## src/rtl/stopclk_pkg.sv

```systemverilog
package stopclk_pkg;

  typedef enum logic [2:0] {
    SC_IDLE    = 3'd0,
    SC_WAIT    = 3'd1,
    SC_DRAIN   = 3'd2,
    SC_GRANT   = 3'd3,
    SC_STOPPED = 3'd4
  } sc_state_e;

endpackage

```

## src/rtl/stopclk_sync.sv

```systemverilog
module stopclk_sync #(
  parameter int   STAGES    = 2,
  parameter logic RESET_VAL = 1'b1
) (
  input  logic clk,
  input  logic rst_n,
  input  logic din,
  output logic dout
);

  localparam int LAST = STAGES - 1;

  logic [LAST:0] chain;

  generate
    if (STAGES < 2) begin : g_bad
      initial $error("stopclk_sync needs at least two stages");
    end
  endgenerate

  always_ff @(posedge clk or negedge rst_n) begin
    if (!rst_n) chain <= {STAGES{RESET_VAL}};
    else        chain <= {chain[LAST-1:0], din};
  end

  assign dout = chain[LAST];

endmodule

```

## src/rtl/stopclk_fsm.sv

```systemverilog
module stopclk_fsm
  import stopclk_pkg::*;
(
  input  logic      clk,
  input  logic      rst_n,
  input  logic      req,
  input  logic      boundary,
  input  logic      irq_pending,
  input  logic      drained,
  input  logic      bus_ack,
  output sc_state_e state
);

  sc_state_e nxt;

  always_comb begin
    nxt = state;
    unique case (state)
      SC_IDLE:    if (req) nxt = SC_WAIT;
      SC_WAIT: begin
        if (!req)                          nxt = SC_IDLE;
        else if (boundary && !irq_pending) nxt = SC_DRAIN;
      end
      SC_DRAIN:   if (drained) nxt = SC_GRANT;
      SC_GRANT:   if (bus_ack) nxt = SC_STOPPED;
      SC_STOPPED: if (!req)    nxt = SC_IDLE;
      default:    nxt = SC_IDLE;
    endcase
  end

  always_ff @(posedge clk or negedge rst_n) begin
    if (!rst_n) state <= SC_IDLE;
    else        state <= nxt;
  end

  AST_BOUNDARY_TAKEN: assert property (@(posedge clk) disable iff (!rst_n)
    (state == SC_WAIT && req && boundary && !irq_pending) |=> state == SC_DRAIN);
  AST_IRQ_WINS: assert property (@(posedge clk) disable iff (!rst_n)
    (state == SC_WAIT && req && irq_pending) |=> state == SC_WAIT);
  AST_CANCEL_IDLE: assert property (@(posedge clk) disable iff (!rst_n)
    (state == SC_WAIT && !req) |=> state == SC_IDLE);
  AST_IDLE_NO_HALT: assert property (@(posedge clk) disable iff (!rst_n)
    (state == SC_IDLE) |=> (state == SC_IDLE || state == SC_WAIT));
  AST_REQ_HELD: assert property (@(posedge clk) disable iff (!rst_n)
    (state == SC_DRAIN || state == SC_GRANT) |-> req);

endmodule

```

## src/rtl/stopclk_outdec.sv

```systemverilog
module stopclk_outdec
  import stopclk_pkg::*;
(
  input  sc_state_e state,
  output logic      halt_exec,
  output logic      drain_cmd,
  output logic      grant_req,
  output logic      stopped
);

  always_comb begin
    halt_exec = 1'b0;
    drain_cmd = 1'b0;
    grant_req = 1'b0;
    stopped   = 1'b0;
    unique case (state)
      SC_DRAIN:   begin halt_exec = 1'b1; drain_cmd = 1'b1; end
      SC_GRANT:   begin halt_exec = 1'b1; grant_req = 1'b1; end
      SC_STOPPED: begin halt_exec = 1'b1; stopped   = 1'b1; end
      default:    ;
    endcase
  end

endmodule

```

## src/rtl/stopclk_ctrl.sv

```systemverilog
module stopclk_ctrl
  import stopclk_pkg::*;
#(
  parameter int SYNC_STAGES = 2
) (
  input  logic clk,
  input  logic rst_n,
  input  logic stop_req_n,
  input  logic insn_boundary,
  input  logic irq_pending,
  input  logic pipe_empty,
  input  logic bus_rdy,
  input  logic bus_brdy,
  output logic halt_exec,
  output logic drain_cmd,
  output logic grant_req,
  output logic stopped
);

  logic      req_sync_n;
  logic      stop_req;
  logic      bus_ack;
  sc_state_e state;

  stopclk_sync #(.STAGES(SYNC_STAGES), .RESET_VAL(1'b1)) u_sync (
    .clk  (clk),
    .rst_n(rst_n),
    .din  (stop_req_n),
    .dout (req_sync_n)
  );

  assign stop_req = ~req_sync_n;
  assign bus_ack  = bus_rdy | bus_brdy;

  stopclk_fsm u_fsm (
    .clk        (clk),
    .rst_n      (rst_n),
    .req        (stop_req),
    .boundary   (insn_boundary),
    .irq_pending(irq_pending),
    .drained    (pipe_empty),
    .bus_ack    (bus_ack),
    .state      (state)
  );

  stopclk_outdec u_dec (
    .state    (state),
    .halt_exec(halt_exec),
    .drain_cmd(drain_cmd),
    .grant_req(grant_req),
    .stopped  (stopped)
  );

  AST_ONE_PHASE: assert property (@(posedge clk) disable iff (!rst_n)
    $onehot0({drain_cmd, grant_req, stopped}));
  AST_HALT_ENTRY: assert property (@(posedge clk) disable iff (!rst_n)
    $rose(halt_exec) |-> drain_cmd);
  AST_NO_EARLY_GRANT: assert property (@(posedge clk) disable iff (!rst_n)
    $rose(grant_req) |-> $past(pipe_empty));
  AST_DRAIN_HOLD: assert property (@(posedge clk) disable iff (!rst_n)
    (drain_cmd && !pipe_empty) |=> drain_cmd);
  AST_GRANT_HOLD: assert property (@(posedge clk) disable iff (!rst_n)
    (grant_req && !(bus_rdy || bus_brdy)) |=> grant_req);
  AST_GRANT_DONE: assert property (@(posedge clk) disable iff (!rst_n)
    (grant_req && (bus_rdy || bus_brdy)) |=> stopped);
  AST_STOP_HALTED: assert property (@(posedge clk) disable iff (!rst_n)
    stopped |-> halt_exec);

endmodule

```

## config.mk

```make
export PLATFORM = sky130hd
export DESIGN_NAME = stopclk_ctrl
export DESIGN_NICKNAME = d
export VERILOG_FILES = /design/src/rtl/stopclk_pkg.sv /design/src/rtl/stopclk_sync.sv /design/src/rtl/stopclk_fsm.sv /design/src/rtl/stopclk_outdec.sv /design/src/rtl/stopclk_ctrl.sv
export SDC_FILE = /design/constraint.sdc
export NUM_CORES = 1
export LEC_CHECK = 0
export BUFFER_PORTS_ARGS = -buffer_cell sky130_fd_sc_hd__buf_4
export CORE_AREA = 2 2 39 41
export CTS_BUF_LIST = sky130_fd_sc_hd__clkbuf_8
export CTS_CLUSTER_SIZE = 24
export DETAILED_ROUTE_END_ITERATION = 10
export DIE_AREA = 0 0 41 43
export SLEW_MARGIN = 10
export SYNTH_ARGS = -nofsm -noshare
export SYNTH_HDL_FRONTEND = slang
export SYNTH_SLANG_ARGS = --single-unit
```

## constraint.sdc

```tcl
create_clock -name clk -period 1.2 [get_ports clk]
set_input_delay 0.12 -clock clk [delete_from_list [all_inputs] [get_ports clk]]
set_output_delay 0.12 -clock clk [all_outputs]
set_load 0.05 [all_outputs]
```

# == Yosys cells after proc, flatten, opt, wreduce, memory -nomap -nowiden ==
# Index checks and enable logic that the tools add are counted.
# totals
ff_bits,5
inputBits,8
output_inout_bits,4
elab_cells,28
# op_classes
n_eq_ne,9
muxes,11
n_bitwise,1
n_reduce_logical,5
# ops
op,n
$mux W3,6
$pmux W3 S5,1
$ne A2 B2 Y1 const B,4
$eq A3 B2 Y1 const B,2
$reduce_and A5 Y1,1
$mux W1,4
$eq A3 B1 Y1 const B,1
$eq A3 B3 Y1 const B,1
$logic_not A3 Y1,1
$ne A3 B2 Y1 const B,1
$reduce_or A3 Y1,1
$logic_and A1 B1 Y1,1
$logic_not A1 Y1,1
$or A1 B1 Y1,1

# == Longest topological paths before layout ==
# depth
depth_word,5
mapped_depth,3
depth_no_buf,3

# == Hierarchy ==
# Synthesis repeated with hierarchy kept, for this count alone.
# hier_totals
hier_cells,25
area_unflattened_um2,255.2
# by_module_without_submodules
mod,instances,cells_per_inst,area_per_inst_um2,seq_area_each_um2
stopclk_fsm,1,16,155.1,75.1
stopclk_sync,1,2,52.6,52.6
stopclk_outdec,1,5,37.5,0.0
stopclk_ctrl,1,2,10.0,0.0

# == Worst setup path after synthesis ==
# Ideal clock, no wire load.
# synth_path
path_type,reg-to-output
startpoint,reg u_fsm.state[2]
endpoint,out drain_cmd
arrival_time_ns,1.202
t_required_ns,1.080
path_slack_ns,-0.122
stages_incl_launch_ff,3
n_path_buf,0
cell_sequence,dfrtp_1 nand2b_1 nor2_1
# synth_via
elab_chain_len,2
# synth_lines
element,line_no,source
start: declaration,stopclk_fsm.sv:11,output sc_state_e state
start signal: assignment,stopclk_fsm.sv:33,else state <= nxt;
$eq A3 B2 Y1,stopclk_outdec.sv:16,unique case (state)
$mux W1,stopclk_outdec.sv:16,
end: declaration,stopclk_ctrl.sv:15,"output logic drain_cmd,"
# No other way between the ends.

# == Worst setup path after layout ==
# layout_path
startpoint,reg u_fsm.state[0]
endpoint,out stopped
# layout_via
elab_chain_len,2
# layout_lines
element,line_no,source
$eq A3 B3 Y1,stopclk_outdec.sv:16,
$mux W1,stopclk_outdec.sv:16,
end: declaration,stopclk_ctrl.sv:17,output logic stopped
# No other way between the ends.

==> out/summary.json <==
{
  "start_kind": "flop",
  "p_leak_nw": 0.239,
  "maximum_ir_drop_on_the_vdd_rail_v": 0.000894,
  "crit_buf_inv": 2,
  "post_synth_instance_area_um2": 253,
  "period_needed_ps": 1370,
  "globalRouteTotalUtil_pct": 11.7,
  "vias": 273,
  "holdPathStages": 3,
  "crit_path_end_kind": "primary output",
  "h-tree-depth": 1,
  "synth_area_leader_cell": "sky130_fd_sc_hd__dfrtp_1",
  "route.final.wire_length_um": 701,
  "depth_of_the_worst_register_to_register_path": 5,
  "cap_violations": 0,
  "grt.busiest_layer": "met2",
  "globalRouteMet3Util_pct": 6.28,
  "cts_tree": "yes",
  "post_synth_fa_ha_maj_area_fraction_pct": 0,
  "synth.mux.area_fraction_pct": 0,
  "worst_hold_startpoint": "bus_rdy",
  "synth_top_area_share_pct": 29.7,
  "synthTopCellsByArea": "sky130_fd_sc_hd__dfrtp_1 (30%), sky130_fd_sc_hd__dfstp_2 (21%), sky130_fd_sc_hd__nor2_1 (7.4%), sky130_fd_sc_hd__nand2_1 (4.5%), sky130_fd_sc_hd__or3b_4 (4.5%)",
  "critPathMaxFanout": 3,
  "count_of_final_hold_check_violations": 0,
  "worst_hold_path_type": "in -> reg",
  "synth_top_family_by_area": "simple AND/OR/NAND/NOR gates",
  "floorplan.initialDensity_pct": 18.3,
  "slew_worst_pin_ps": 264,
  "worst_r2r_endpoint": "u_fsm.state[2]",
  "detail_route.drc_violations": 0,
  "gr-usage-met2_pct": 18.8,
  "num_antenna_cells": 0,
  "numCtsBuffers": 3,
  "whs_ps": 116,
  "setup_viol": 4,
  "avgRoutedWirePerCell_um": 10.8,
  "num_io_pins": 12,
  "total_power_mw": 1.22,
  "die_x_um": 41,
  "status": "finished with violations",
  "ant_nets": 0,
  "synth-xor-area-share_pct": 0,
  "dp_worst_setup_slack_ps": 20.8,
  "worstReg2RegStart": "u_fsm.state[1]",
  "core_um2": 1380,
  "criticalPathCategory": "reg -> out",
  "worstPathArrival_ps": 1250,
  "placement.io_buffers": 11,
  "synth_cell_types": 16,
  "clk-insertion-delay-late_ps": 220,
  "gp_congestion": 0.667,
  "synth.yosys.seq_area_share_pct": 50.5,
  "avgSynthCellArea_um2": 9.36,
  "first_pass_grt_wire_length_mm": 1.30,
  "violations": "setup timing",
  "syn_inst": 27,
  "critical_path.cell_chain": "or3b_4, clkinvlp_4, buf_8",
  "max_freq_ghz": 0.732,
  "vias_per_cell": 4.20,
  "grt_setup_unrepaired": "yes",
  "final_core_util_pct": 37.0,
  "critical-path-slowest-cell": "sky130_fd_sc_hd__or3b_4",
  "maximum_number_of_pins_on_one_net_before_global_route_repair": 8,
  "gr-total-overflow": 0,
  "pwr_density_cell_nw_per_um2": 2390,
  "finalWorstSetupSlack_ps": -167,
  "timing.clock.skew_ps": 3.18,
  "slew_headroom_pct": 82.1,
  "fin_cells": 65,
  "areaGrowthSynthToFinish_pct": 102,
  "timing.hold.worst_endpoint": "u_fsm.state[2]",
  "worst_ep_required_time_ps": 1080,
  "maxSlewViolCount": 0,
  "initial_drc_count": 3,
  "final_layout_size_suffix_gt1_share_pct": 59.2,
  "synth_simple_gate_area_share_pct": 34.7,
  "grt_use_met1_pct": 10.5,
  "final_net_count": 58,
  "cts.path.max_buffers": 2,
  "root_buffer": "sky130_fd_sc_hd__clkbuf_8",
  "synthesized_area_fraction_occupied_by_ao_oa_aoi_and_oai_cells_pct": 11.9,
  "reg2reg_setup_slack_ps": 60,
  "worst_path_dominant_cell_family": "simple AND/OR/NAND/NOR gates",
  "worst_setup_hold_path_clk_slew_ps": 40,
  "synth_warn": 0,
  "cts_sinks": 5,
  "postSynthNetCount": 35,
  "dpl.cell_count": 57,
  "die_height_um": 43,
  "critical-path-max-stage-delay_ps": 410,
  "ys_ff_latch": 5,
  "first_global_vias": 327,
  "grt_antenna_before_repair": 0,
  "portion_of_the_clock_cycle_consumed_by_the_worst_path_in_the_final_layout_pct": 114,
  "rows": 14,
  "detail_route.first_pass.iterations": 2,
  "die_outline_area_um2": 1760,
  "dp.final_hpwl_um": 492
}
==> state kept, by name (all words and copies together), names as in the netlist <==
name and cells:
u_fsm.state 3, u_sync.chain 2
==> synthesized netlist by cell type <==
master,number
sky130_fd_sc_hd__and2_1,1
sky130_fd_sc_hd__and3b_2,1
sky130_fd_sc_hd__dfrtp_1,3
sky130_fd_sc_hd__dfstp_2,2
sky130_fd_sc_hd__inv_1,2
sky130_fd_sc_hd__nand2_1,3
sky130_fd_sc_hd__nand2b_1,1
sky130_fd_sc_hd__nand3_1,1
sky130_fd_sc_hd__nor2_1,5
sky130_fd_sc_hd__nor4b_1,1
sky130_fd_sc_hd__nor4bb_1,1
sky130_fd_sc_hd__o21ai_0,1
sky130_fd_sc_hd__o21ai_1,2
sky130_fd_sc_hd__o21ai_2,1
sky130_fd_sc_hd__o22ai_1,1
sky130_fd_sc_hd__or3b_4,1
==> worst max-delay path by stage <==
| stage | start | endpoint | depth (start not counted) |
|---|---|---|---|
| detailed placement | u_fsm.state[1] | halt_exec | 3 |
| floorplan | u_fsm.state[1] | halt_exec | 2 |
| global placement | u_fsm.state[1] | halt_exec | 3 |
| global route | u_fsm.state[1] | halt_exec | 3 |
| CTS | u_fsm.state[0] | stopped | 3 |
| finish | u_fsm.state[0] | stopped | 3 |
==> metrics by stage <==
stage / TNS, ps / instance area, µm²
final: -458 / 512
after global routing: -658 / 512
after CTS: -516 / 504
after detailed placement: 0 / 387
after global placement: 0 / 387
after floorplan: -5.99 / 262
==> worst reg2reg max path: stages (launching register included) <==
cell	delay [ps]
sky130_fd_sc_hd__dfrtp_1	370
sky130_fd_sc_hd__buf_4	170
sky130_fd_sc_hd__and3b_2	230
sky130_fd_sc_hd__buf_4	150
sky130_fd_sc_hd__o21ai_2	60
sky130_fd_sc_hd__o21ai_2	70
==> power breakdown <==
| part | internal, mW | switching [mW] | total (mW) |
|---|---|---|---|
| Clock | 0.220 | 0.0879 | 0.308 |
| Combinational | 0.318 | 0.353 | 0.670 |
| Sequential | 0.215 | 0.0278 | 0.243 |
==> cell families after synthesis <==
family / after synthesis
AND/OR/NAND/NOR: 15
flip-flops: 5
AO/OA/AOI/OAI: 5
buffers and inverters: 2
==> layout by cell type (no fill, tap or decap) <==
cell / instances
sky130_fd_sc_hd__nor4bb_1: 1
sky130_fd_sc_hd__clkbuf_8: 3
sky130_fd_sc_hd__nand2_2: 1
sky130_fd_sc_hd__dlygate4sd3_1: 2
sky130_fd_sc_hd__dfstp_2: 2
sky130_fd_sc_hd__nand3_1: 1
sky130_fd_sc_hd__o21ai_2: 2
sky130_fd_sc_hd__and2_1: 1
sky130_fd_sc_hd__buf_6: 3
sky130_fd_sc_hd__dfrtp_1: 3
sky130_fd_sc_hd__nor2_1: 4
sky130_fd_sc_hd__o22ai_1: 1
sky130_fd_sc_hd__inv_1: 2
sky130_fd_sc_hd__buf_4: 10
sky130_fd_sc_hd__nor2_2: 1
sky130_fd_sc_hd__or3b_4: 1
sky130_fd_sc_hd__nand2b_4: 1
sky130_fd_sc_hd__nand2_1: 2
sky130_fd_sc_hd__clkinvlp_4: 1
sky130_fd_sc_hd__o21ai_1: 2
sky130_fd_sc_hd__buf_8: 3
sky130_fd_sc_hd__nor4b_1: 1
sky130_fd_sc_hd__and3b_2: 1
==> final cells by class <==
type	instances	area [µm²]
clock inverters	1	3.75
clock buffers	3	41.3
fillers	143	872
multi-input cells	20	134
inverters	2	11.3
well taps	16	20.0
repair buffers	18	174
flip-flops and latches	5	128
==> metal layers <==
layer / up-vias / wire [µm]
met5: - / 0
met4: 0 / 0
met3: 0 / 46
met2: 11 / 415
met1: 127 / 239
li1: 135 / -
==> timing repair <==
item	4_1_cts	5_1_grt
resized for setup	10	2
pin swaps	4	1
setup endpoints to repair	4	5
hold endpoints to repair	6	0
hold buffers	2	0
buffers inserted	2	0
Note: power is estimated with default switching activity, not from simulation.
